File: src/rtl/morph_pkg.sv
package morph_pkg;

  localparam logic [1:0] MODE_RUN    = 2'b00;
  localparam logic [1:0] MODE_DIRECT = 2'b10;

  // multiplexer with the held bit on the else leg
  function automatic logic cell_eval(input logic x, input logic y, input logic m);
    return x ? y : m;
  endfunction

  // word w of a packed configuration store
  function automatic logic [63:0] word_slice(input logic [1023:0] store, input int w, input int ncell);
    logic [63:0] v;
    v = '0;
    for (int b = 0; b < 64; b++)
      if (b < ncell) v[b] = store[w*ncell + b];
    return v;
  endfunction

endpackage

File: src/rtl/morph_cell.sv
module morph_cell (
  input  logic clk,
  input  logic rst,
  input  logic op_x,
  input  logic op_y,
  output logic out_r,
  output logic held_m
);
  import morph_pkg::*;

  assign out_r = cell_eval(op_x, op_y, held_m);

  always_ff @(posedge clk) begin
    if (rst) held_m <= 1'b0;
    else     held_m <= out_r;
  end
endmodule

File: src/rtl/morph_cfg_store.sv
module morph_cfg_store #(
  parameter int NCELL = 4,
  parameter int NWORD = 4,
  parameter int SEL_W = 2,
  parameter logic [NCELL*NWORD-1:0] CFG_INIT = '0
) (
  input  logic [SEL_W-1:0] sel,
  output logic [NCELL-1:0] word
);
  logic [NCELL-1:0] words [NWORD];

  for (genvar w = 0; w < NWORD; w++) begin : g_word
    assign words[w] = CFG_INIT[w*NCELL +: NCELL];
  end

  always_comb begin
    word = '0;
    for (int w = 0; w < NWORD; w++)
      if (int'(sel) == w) word = words[w];
  end
endmodule

File: src/rtl/morph_seq.sv
module morph_seq #(
  parameter int SEL_W = 2
) (
  input  logic             clk,
  input  logic             rst,
  input  logic [1:0]       mode,
  input  logic [SEL_W-1:0] circ_sel,
  input  logic             chain_out,
  output logic             prog_cyc,
  output logic             cmp_cyc,
  output logic             rd_cyc,
  output logic             dir_cyc,
  output logic             result,
  output logic             result_valid,
  output logic [SEL_W-1:0] result_sel
);
  import morph_pkg::*;

  logic             phase_q;
  logic [SEL_W-1:0] act_sel_q;
  logic             run_m;

  assign run_m    = (mode == MODE_RUN);
  assign rd_cyc   = mode[0];
  assign dir_cyc  = (mode == MODE_DIRECT);
  assign prog_cyc = run_m & ~phase_q;
  assign cmp_cyc  = run_m &  phase_q;

  always_ff @(posedge clk) begin
    if (rst) begin
      phase_q      <= 1'b0;
      act_sel_q    <= '0;
      result       <= 1'b0;
      result_valid <= 1'b0;
      result_sel   <= '0;
    end else begin
      phase_q      <= run_m ? ~phase_q : 1'b0;
      result_valid <= cmp_cyc;
      if (prog_cyc) act_sel_q <= circ_sel;
      if (cmp_cyc) begin
        result     <= chain_out;
        result_sel <= act_sel_q;
      end
    end
  end
endmodule

File: src/rtl/morph_ite_array.sv
module morph_ite_array #(
  parameter int NCELL = 4,
  parameter int NWORD = 4,
  parameter logic [NCELL*NWORD-1:0] CFG_INIT = 16'hA5F0,
  localparam int SEL_W = (NWORD > 1) ? $clog2(NWORD) : 1,
  localparam int NPIN  = NCELL + 1
) (
  input  logic             clk,
  input  logic             rst,
  input  logic [1:0]       mode,
  input  logic [SEL_W-1:0] circ_sel,
  input  logic [NPIN-1:0]  pin,
  input  logic [NCELL-1:0] dir_x,
  input  logic [NCELL-1:0] dir_y,
  output logic [NCELL-1:0] cell_out,
  output logic             result,
  output logic             result_valid,
  output logic [SEL_W-1:0] result_sel
);
  // events brought out for the checker
  logic             prog_cyc, cmp_cyc, rd_cyc, dir_cyc;
  logic [NCELL-1:0] cfg_word;
  logic [NCELL-1:0] cell_state;
  logic             chain_out;
  logic             op_x [NCELL];
  logic             op_y [NCELL];
  logic             r_arr [NCELL];

  morph_cfg_store #(
    .NCELL(NCELL), .NWORD(NWORD), .SEL_W(SEL_W), .CFG_INIT(CFG_INIT)
  ) store_i (
    .sel  (circ_sel),
    .word (cfg_word)
  );

  morph_seq #(.SEL_W(SEL_W)) seq_i (
    .clk          (clk),
    .rst          (rst),
    .mode         (mode),
    .circ_sel     (circ_sel),
    .chain_out    (chain_out),
    .prog_cyc     (prog_cyc),
    .cmp_cyc      (cmp_cyc),
    .rd_cyc       (rd_cyc),
    .dir_cyc      (dir_cyc),
    .result       (result),
    .result_valid (result_valid),
    .result_sel   (result_sel)
  );

  for (genvar i = 0; i < NCELL; i++) begin : g_cell
    logic link_x;
    if (i == 0) begin : g_head
      assign link_x = pin[0];
    end else begin : g_tail
      assign link_x = r_arr[i-1];
    end

    always_comb begin
      op_x[i] = 1'b0;
      op_y[i] = 1'b0;
      if (prog_cyc) begin
        op_x[i] = 1'b1;
        op_y[i] = cfg_word[i];
      end else if (cmp_cyc) begin
        op_x[i] = link_x;
        op_y[i] = pin[i+1];
      end else if (dir_cyc) begin
        op_x[i] = dir_x[i];
        op_y[i] = dir_y[i];
      end
    end

    morph_cell cell_i (
      .clk    (clk),
      .rst    (rst),
      .op_x   (op_x[i]),
      .op_y   (op_y[i]),
      .out_r  (r_arr[i]),
      .held_m (cell_state[i])
    );

    assign cell_out[i] = r_arr[i];
  end

  assign chain_out = r_arr[NCELL-1];
endmodule

File: config.mk
export PLATFORM = sky130hd
export DESIGN_NAME = morph_ite_array
export DESIGN_NICKNAME = d
export VERILOG_FILES = /design/src/rtl/morph_pkg.sv /design/src/rtl/morph_cell.sv /design/src/rtl/morph_cfg_store.sv /design/src/rtl/morph_seq.sv /design/src/rtl/morph_ite_array.sv
export SDC_FILE = /design/constraint.sdc
export NUM_CORES = 1
export LEC_CHECK = 0
export BUFFER_PORTS_ARGS = -buffer_cell sky130_fd_sc_hd__buf_2
export CORE_MARGIN = 1.5
export CORE_UTILIZATION = 47
export CTS_CLUSTER_DIAMETER = 60
export DETAILED_ROUTE_END_ITERATION = 6
export PLACE_DENSITY = 0.76
export SLEW_MARGIN = 5
export SYNTH_ARGS = -nofsm -noshare
export SYNTH_HDL_FRONTEND = slang
export SYNTH_HIERARCHICAL = 1
export SYNTH_SLANG_ARGS = --single-unit
File: constraint.sdc
create_clock -name clk -period 5 [get_ports clk]
set_input_delay 0.25 -clock clk [delete_from_list [all_inputs] [get_ports clk]]
set_output_delay 0.25 -clock clk [all_outputs]
set_load 0.01 [all_outputs]
==> results of run 1 <==
[registers in the layout, summed over array words and instances, names as in the netlist]
register / count
seq_i/phase_q: 1
seq_i/act_sel_q: 2
seq_i/result_sel: 2
seq_i/result_valid: 1
seq_i/result: 1
g_cell.cell_i/held_m: 4
[metal layers]
| layer | vias to the layer above | share of wire, % | GRT usage [%] |
|---|---|---|---|
| met2 | 18 | 44 | 24.9 |
| met1 | 251 | 50 | 22.5 |
| met4 | 0 | 0.64 | 9.38 |
| met3 | 2 | 6.0 | 3.88 |
| met5 | - | 0 | 0 |
| li1 | 300 | - | - |
[through the flow]
step | instance area [sq um] | power [mW]
after floorplan | 737 | 0.128
after global placement | 837 | 0.138
after detailed placement | 837 | 0.139
after CTS | 863 | 0.202
after global routing | 863 | 0.210
final | 863 | 0.201
[worst register-to-register path, delay by kind of cell (launching register included)]
kind	cells	cell delay, ns
buffers and inverters	1	0.25
AO/OA/AOI/OAI	5	1.16
AND/OR/NAND/NOR	2	0.44
flip-flops	1	0.39
multiplexers	5	1.34
[worst max-delay path by stage]
stage / start / end / cells after the start
6_report: seq_i/phase_q / cell_out[3] / 12
5_1_grt: seq_i/phase_q / cell_out[3] / 12
4_1_cts: seq_i/phase_q / cell_out[3] / 12
3_5_place_dp: mode[1] / cell_out[3] / 13
3_3_place_gp: mode[1] / cell_out[3] / 13
2_1_floorplan: seq_i/phase_q / cell_out[3] / 12
[power by group]
group	total (mW)	leakage [nW]	internal [mW]	switching [mW]
logic	0.0452	0.280	0.0245	0.0207
registers	0.0918	0.0894	0.0906	0.00119
clock network	0.0645	0.0150	0.0309	0.0336
[area by class of cell]
type                       instances  share of cell area, %
inverter                           2                  0.870
timing repair buffer              28                   16.8
tap                               16                   2.32
clock buffer                       4                   3.04
sequential                        11                   25.5
multi-input combinational         52                   51.4
==> metrics.cfg, run 1 <==
[run_status]
status = complete, no violations

[sta]
hold_viol = 0
timing.final.crit_share_pct = 82.3
setup_violations = 0
rsz0062_at_grt = false
tightest_slew_ns = 0.415
period_needed_ns = 4.11
fin_tns_setup_ns = 0
whs_ns = 0.234
setup_ws_ns = 0.885
maxSlewHeadroom_pct = 72.3
worst_clock_skew_ns = 0.00174
slew_violations = 0
fmaxAchievable_mhz = 243

[routing]
vias_per_cell = 5.05
postRouteAntennaNets = 0
dr.pass1.iters = 4
num_vias = 571
wl_per_cell_um = 12.5
dr.first_iter.drc_count = 2
drcViolationCount = 0
routed_wl_mm = 1.42

[setup_path]
worstSetupEndpointType = output pin
max_stage_delay_ns = 0.39
path_buf_inv = 2
crit_type = reg2out
rr_startpoint = seq_i/phase_q
path_common_cell = mux2_4
r2r_cells = 13
crit_slowest_cell = dfxtp_1
cp-start-kind = flip-flop
reg2reg_slack_ns = 1.29
required_ns = 4.75
cp_cell_sequence = nor3b_4 > buf_4 > a221o_1 > mux2_4 > a221o_1 > mux2_4 > a221o_1 > mux2_4 > a21oi_1 > o21ai_0 > mux2_4 > buf_2
crit_family = multiplexers
cp_max_fo = 13
reg2reg_to = seq_i/result
arrival_ns = 3.86

[hold_path]
holdPathStages = 2
hold_path.class = in2reg
hp-start = mode[1]
min_to = seq_i/phase_q

[clock_tree]
cts_sinks = 11
cts_buffers = 3
cts.path.max_buffers = 2
htree_levels = 1
root_buffer = clkbuf_4
cts_hold_buf = 0
clk_pin_slew_ns = 0.08
cts_tree = done
post-cts-setup-buffers = 0
cts_resized = 0
clk_latency_ns = 0.27

[placed_design]
placed_cells = 109
hpwlAfterDp_mm = 1.00
placement.setup.worst_slack_ns = 1.15
io_buffers = 26
gp_congestion = 0.709

[layout]
diodes = 0
instances_no_fill = 113
final_nets = 119
drive_above_1_share_pct = 43.3
fin_util_pct = 58.0
regArea_sq_um = 220
most-common-layout-cells = buf_2, dfxtp_1, a21oi_1, nand2b_1
area_growth_pct = 17.1
multi_input_area_sq_um = 444
nFillCells = 141
final_common_cell = buf_2

[grt]
grt_pass1_vias = 507
grt_usage_pct = 16.9
grt_pass1_wl_mm = 2.26
antenna_found_initial = 0
grt_max_degree = 15
grt.overflow.total = 0

[die]
die_area_sq_um = 1810
initial_core_util_pct = 49.5
core_sq_um = 1490
die_x_um = 42.6
num_rows = 14
dieHeight_um = 42.6
io_pins = 27

[synthesis]
synth_warnings = 6
syn_inst = 74
syn_area_per_cell_sq_um = 9.96
synth.net_count = 95
synth_area_sq_um = 737

[flow_run]
max-cap-violations = 0

[pwr]
leakage_nw = 0.384
p_per_area_nw_per_um2 = 233
irDropWorstVdd_uv = 125

Power figures use the tool's default switching activity.
==> run 2: changes to the inputs <==
==> constraint.sdc (replaced) <==
create_clock -name clk -period 4.2 [get_ports clk]
set_input_delay 0.21 -clock clk [delete_from_list [all_inputs] [get_ports clk]]
set_output_delay 0.21 -clock clk [all_outputs]
set_load 0.01 [all_outputs]
==> run 2 against run 1 <==
  * Die area unchanged
  * Non-clock buffer count increased by 1
  * Register-to-register slack got worse by 0.64 ns
  * Worst setup slack got worse by 0.60 ns
  * Sequential power increased by 19%
  * Global-route usage decreased by 0.28 points
  * Total power increased by 17%
  * Core utilization increased by 0.50 points
  * Combinational power increased by 20%
  * Largest cell class unchanged
  * Largest power group unchanged
==> metrics.cfg, run 2 (same netlist as run 1, synthesis figures left out) <==
[flow_run]
max-cap-violations = 0

[sta]
fmaxAchievable_mhz = 255
setup_violations = 0
timing.final.crit_share_pct = 93.2
hold_viol = 0
tightest_slew_ns = 0.327
maxSlewHeadroom_pct = 78.2
fin_tns_setup_ns = 0
worst_clock_skew_ns = 0.000530
slew_violations = 0
period_needed_ns = 3.92
rsz0062_at_grt = false

[routing]
vias_per_cell = 5.00
num_vias = 570
drcViolationCount = 0
routed_wl_mm = 1.31
dr.pass1.iters = 4
dr.first_iter.drc_count = 1
postRouteAntennaNets = 0
wl_per_cell_um = 11.5

[pwr]
p_per_area_nw_per_um2 = 270
leakage_nw = 0.389
irDropWorstVdd_uv = 149

[layout]
diodes = 0
area_growth_pct = 18.2
most-common-layout-cells = buf_2, dfxtp_1, a21oi_1, nand2b_1
final_nets = 120
final_area_sq_um = 871
final_common_cell = buf_2
drive_above_1_share_pct = 43.9
reg.largest.list = g_cell.cell_i/held_m (4), seq_i/act_sel_q (2), seq_i/result_sel (2)
top_register = g_cell.cell_i/held_m
largest_register_ffs = 4

[setup_path]
crit_type = reg2out
reg2reg_to = seq_i/result
reg2reg_slack_ns = 0.65
worstSetupEndpointType = output pin
r2r_cells = 13
required_ns = 3.99
cp-start-kind = flip-flop
arrival_ns = 3.71
cp_max_fo = 16
rr_startpoint = seq_i/phase_q

[hold_path]
hold_path.class = in2reg
holdPathStages = 2
min_to = seq_i/phase_q
hp-start = mode[1]

[clock_tree]
clk_pin_slew_ns = 0.07
cts_hold_buf = 0
post-cts-setup-buffers = 0
root_buffer = clkbuf_4
clk_latency_ns = 0.27
cts_resized = 0
htree_levels = 1
cts_buffers = 3
cts_tree = done
cts.path.max_buffers = 2
cts_sinks = 11

[die]
dieHeight_um = 42.6
core_sq_um = 1490
die_x_um = 42.6
io_pins = 27
initial_core_util_pct = 49.5
num_rows = 14
die_area_sq_um = 1810

[placed_design]
gp_congestion = 0.710
io_buffers = 26
placed_cell_area_sq_um = 845

[grt]
antenna_found_initial = 0
grt_max_degree = 17
grt_pass1_vias = 540
grt.overflow.total = 0
grt_pass1_wl_mm = 2.24
grt_usage_pct = 16.6

[run_status]
status = complete, no violations

-- run 2: cell types whose count changed in the layout (fill, tap and decap cells not counted), sizes merged --
cell	previous run	this run
buf	28	29
-- run 2: power breakdown --
group | leakage, nW | internal (mW) | switching [mW]
registers | 0.0894 | 0.108 | 0.00117
logic | 0.285 | 0.0297 | 0.0245
clock network | 0.0150 | 0.0368 | 0.0351
total | 0.389 | 0.174 | 0.0608
-- run 2: metal layers --
| layer | track usage, % | part of all wire (%) | up-vias |
|---|---|---|---|
| li1 | - | - | 299 |
| met1 | 20.1 | 46 | 251 |
| met4 | 13.1 | 2.1 | 0 |
| met3 | 1.72 | 5.4 | 4 |
| met5 | 0 | 0 | - |
| met2 | 26.5 | 47 | 16 |
-- run 2: final cells by class --
cell class              count  area, sq um
repair buffers             29          153
multi-input cells          52          444
clock buffers               4         26.3
fillers                   149          618
well taps                  16         20.0
flip-flops and latches     11          220
inverters                   2         7.51
-- run 2: worst max path at each step --
stage	from	endpoint	depth (start not counted)
floorplan	seq_i/phase_q	cell_out[3]	12
global placement	seq_i/phase_q	cell_out[3]	12
global route	seq_i/phase_q	cell_out[3]	12
finish	seq_i/phase_q	cell_out[3]	12
detailed placement	seq_i/phase_q	cell_out[3]	12
CTS	seq_i/phase_q	cell_out[3]	12
-- run 2: worst max-delay path: stages, from the launching register on --
cell,delay (ns)
dfxtp_1,0.38
nor3b_4,0.22
buf_4,0.24
a221o_1,0.19
mux2_4,0.31
a221o_1,0.37
mux2_4,0.31
a221o_1,0.36
mux2_4,0.31
a21oi_1,0.11
o21ai_0,0.13
mux2_4,0.34
buf_2,0.14
-- run 2: per-stage QoR --
| step | power (mW) | std cells | hold slack [ns] | utilization [%] | setup WS [ns] |
|---|---|---|---|---|---|
| after global routing | 0.249 | 114 | 0.213 | 58.5 | 0.0790 |
| after floorplan | 0.152 | 74 | 0.274 | - | 0.552 |
| after detailed placement | 0.166 | 110 | 0.465 | 56.7 | 0.583 |
| after CTS | 0.241 | 114 | 0.192 | 58.5 | 0.267 |
| after global placement | 0.165 | 110 | 0.463 | 56.7 | 0.628 |
| final | 0.235 | 114 | 0.202 | 58.5 | 0.285 |
==> run 3: changes to the inputs <==
--- a/config.mk
+++ b/config.mk
@@ -6,13 +6,13 @@
 export NUM_CORES = 1
 export LEC_CHECK = 0
 export BUFFER_PORTS_ARGS = -buffer_cell sky130_fd_sc_hd__buf_2
+export CORE_ASPECT_RATIO = 0.8
 export CORE_MARGIN = 1.5
-export CORE_UTILIZATION = 47
+export CORE_UTILIZATION = 49
 export CTS_CLUSTER_DIAMETER = 60
 export DETAILED_ROUTE_END_ITERATION = 6
-export PLACE_DENSITY = 0.76
+export PLACE_DENSITY = 0.78
 export SLEW_MARGIN = 5
 export SYNTH_ARGS = -nofsm -noshare
 export SYNTH_HDL_FRONTEND = slang
-export SYNTH_HIERARCHICAL = 1
 export SYNTH_SLANG_ARGS = --single-unit
==> run 3 against run 2 <==
  * Sequential power about the same
  * Maximum frequency up 58%
  * Synthesized cell count up 35%
  * Die area up 6.3%
  * Flip-flop and latch count unchanged
  * Core utilization up 1.4 points
  * Register-to-register slack better by 1.5 ns
  * Combinational power up 13%
  * Sequential share of layout area down 2.2 points
  * Cell count up 26%
  * Global-route usage up 5.5 points
  * Design area up 9.6%
==> metrics.cfg, run 3 <==
[run_status]
status = complete, no violations

[grt]
grt.overflow.total = 0
grt_pass1_vias = 670
grt_max_degree = 16
antenna_found_initial = 0
grt_pass1_wl_mm = 3.04
grt_usage_pct = 22.1

[routing]
drcViolationCount = 0
routed_wl_mm = 1.83
vias_per_cell = 5.46
postRouteAntennaNets = 0
dr.first_iter.drc_count = 7
wl_per_cell_um = 12.7
num_vias = 786
dr.pass1.iters = 4

[die]
die_area_sq_um = 1930
dieHeight_um = 39.6
io_pins = 27
die_x_um = 48.7
num_rows = 13
core_sq_um = 1590
initial_core_util_pct = 51.4

[pwr]
p_per_area_nw_per_um2 = 260
leakage_nw = 0.428
irDropWorstVdd_uv = 185

[layout]
area_growth_pct = 16.5
reg.largest.list = g_cell.cell_i.held_m (4), seq_i.act_sel_q (2), seq_i.result_sel (2)
final_common_cell = buf_2
fin_util_pct = 59.9
final_nets = 144
drive_above_1_share_pct = 31.1
most-common-layout-cells = buf_2, dfxtp_1, inv_1, nand2_1, nor2_1
largest_register_ffs = 4
top_register = g_cell.cell_i.held_m
diodes = 0

[sta]
rsz0062_at_grt = false
slew_violations = 0
setup_violations = 0
maxSlewHeadroom_pct = 64.5
timing.final.crit_share_pct = 59.0
period_needed_ns = 2.48
fin_tns_setup_ns = 0
hold_viol = 0
tightest_slew_ns = 0.525
worst_clock_skew_ns = 0.00166
fmaxAchievable_mhz = 403

[synthesis]
synth-async-reset-ratio_pct = 0
synth_area_sq_um = 820
ys_types = 39
synth_warnings = 0
synth_most_common_cell = dfxtp_1
synth_common_cells = dfxtp_1, inv_1, nand2_1, nor2_1, a21oi_1
yosys.area.top_type = dfxtp_1
ys.flop_type = dfxtp_1
synth_edf_count = 0
synth_top_area_share_pct = 26.9
ys_top_cells_by_area = dfxtp_1, mux2i_1, a21oi_1, inv_1, nand2_1
syn_area_per_cell_sq_um = 8.20
ys_seq_elements = 11
synth.net_count = 121
yosysSeqAreaShare_pct = 26.9
syn_inst = 100

[clock_tree]
cts_buffers = 3
post-cts-setup-buffers = 0
clk_latency_ns = 0.27
clk_pin_slew_ns = 0.07
htree_levels = 1
cts_resized = 0
cts_tree = done
cts.path.max_buffers = 2
root_buffer = clkbuf_4
cts_sinks = 11
cts_hold_buf = 0

[setup_path]
required_ns = 3.99
crit_type = reg2out
arrival_ns = 2.27
crit_slowest_cell = dfxtp_1
max_stage_delay_ns = 0.56
worstSetupEndpointType = output pin
cp_max_fo = 14
cp_cell_sequence = inv_1 > a221oi_2 > o311a_4 > mux2i_2 > mux2i_1 > buf_2
cp-start-kind = flip-flop

[placed_design]
gp_congestion = 0.803
hpwlAfterDp_mm = 1.46
io_buffers = 26

[hold_path]
hold_path.class = in2reg

[flow_run]
max-cap-violations = 0

run 3: per-stage QoR:
stage               hold slack (ns)  power, mW  cells  instance area [sq um]  setup slack [ns]
floorplan                     0.357      0.159    100                    820              2.31
global placement              0.454      0.174    140                    928              2.14
detailed placement            0.458      0.176    140                    928              2.04
CTS                           0.211      0.252    144                    955              1.72
global route                  0.248      0.263    144                    955              1.58
finish                        0.226      0.248    144                    955              1.72
run 3: worst paths after layout:
| path | start | to | slack (ns) | cells after the start |
|---|---|---|---|---|
| setup / recovery | seq_i.phase_q | cell_out[3] | 1.72 | 6 |
| hold / removal | circ_sel[1] | seq_i.act_sel_q[1] | 0.23 | 3 |
| setup reg to reg | seq_i.phase_q | seq_i.result | 2.14 | 5 |
| hold reg to reg | seq_i.act_sel_q[1] | seq_i.result_sel[1] | 0.47 | 2 |
run 3: logic make-up after synthesis:
logic type / share of synthesized area (%)
flops: 26.9
compound gates: 24.0
simple gates: 24.9
fa+ha+maj: 3.05
buf+inv: 10.1
mux: 11.1
run 3: final cells by class:
| class | count | area (sq um) |
|---|---|---|
| clock buffer | 4 | 26.3 |
| multi-input combinational | 72 | 517 |
| sequential | 11 | 220 |
| fill | 172 | 639 |
| timing repair buffer | 26 | 130 |
| inverter | 9 | 33.8 |
| tap | 22 | 27.5 |
run 3: routing by layer:
metal  GRT usage, %  up-vias  share of wire (%)
li1               -      399                  -
met1           27.4      363                 46
met2           36.6       19                 46
met3           6.87        5                6.1
met4           8.57        0                1.3
met5              0        -                  0
run 3: critical path: cells and delay by family (launching register included):
family / cells / cell delay (ns)
flops: 1 / 0.56
buf+inv: 2 / 0.26
compound gates: 2 / 0.65
mux: 2 / 0.51
run 3: power by group:
part           internal [mW]  leakage (nW)  total (mW)  switching (mW)
sequential             0.108        0.0895       0.112         0.00406
combinational         0.0280         0.323      0.0610          0.0329
clock                 0.0369        0.0150      0.0744          0.0376
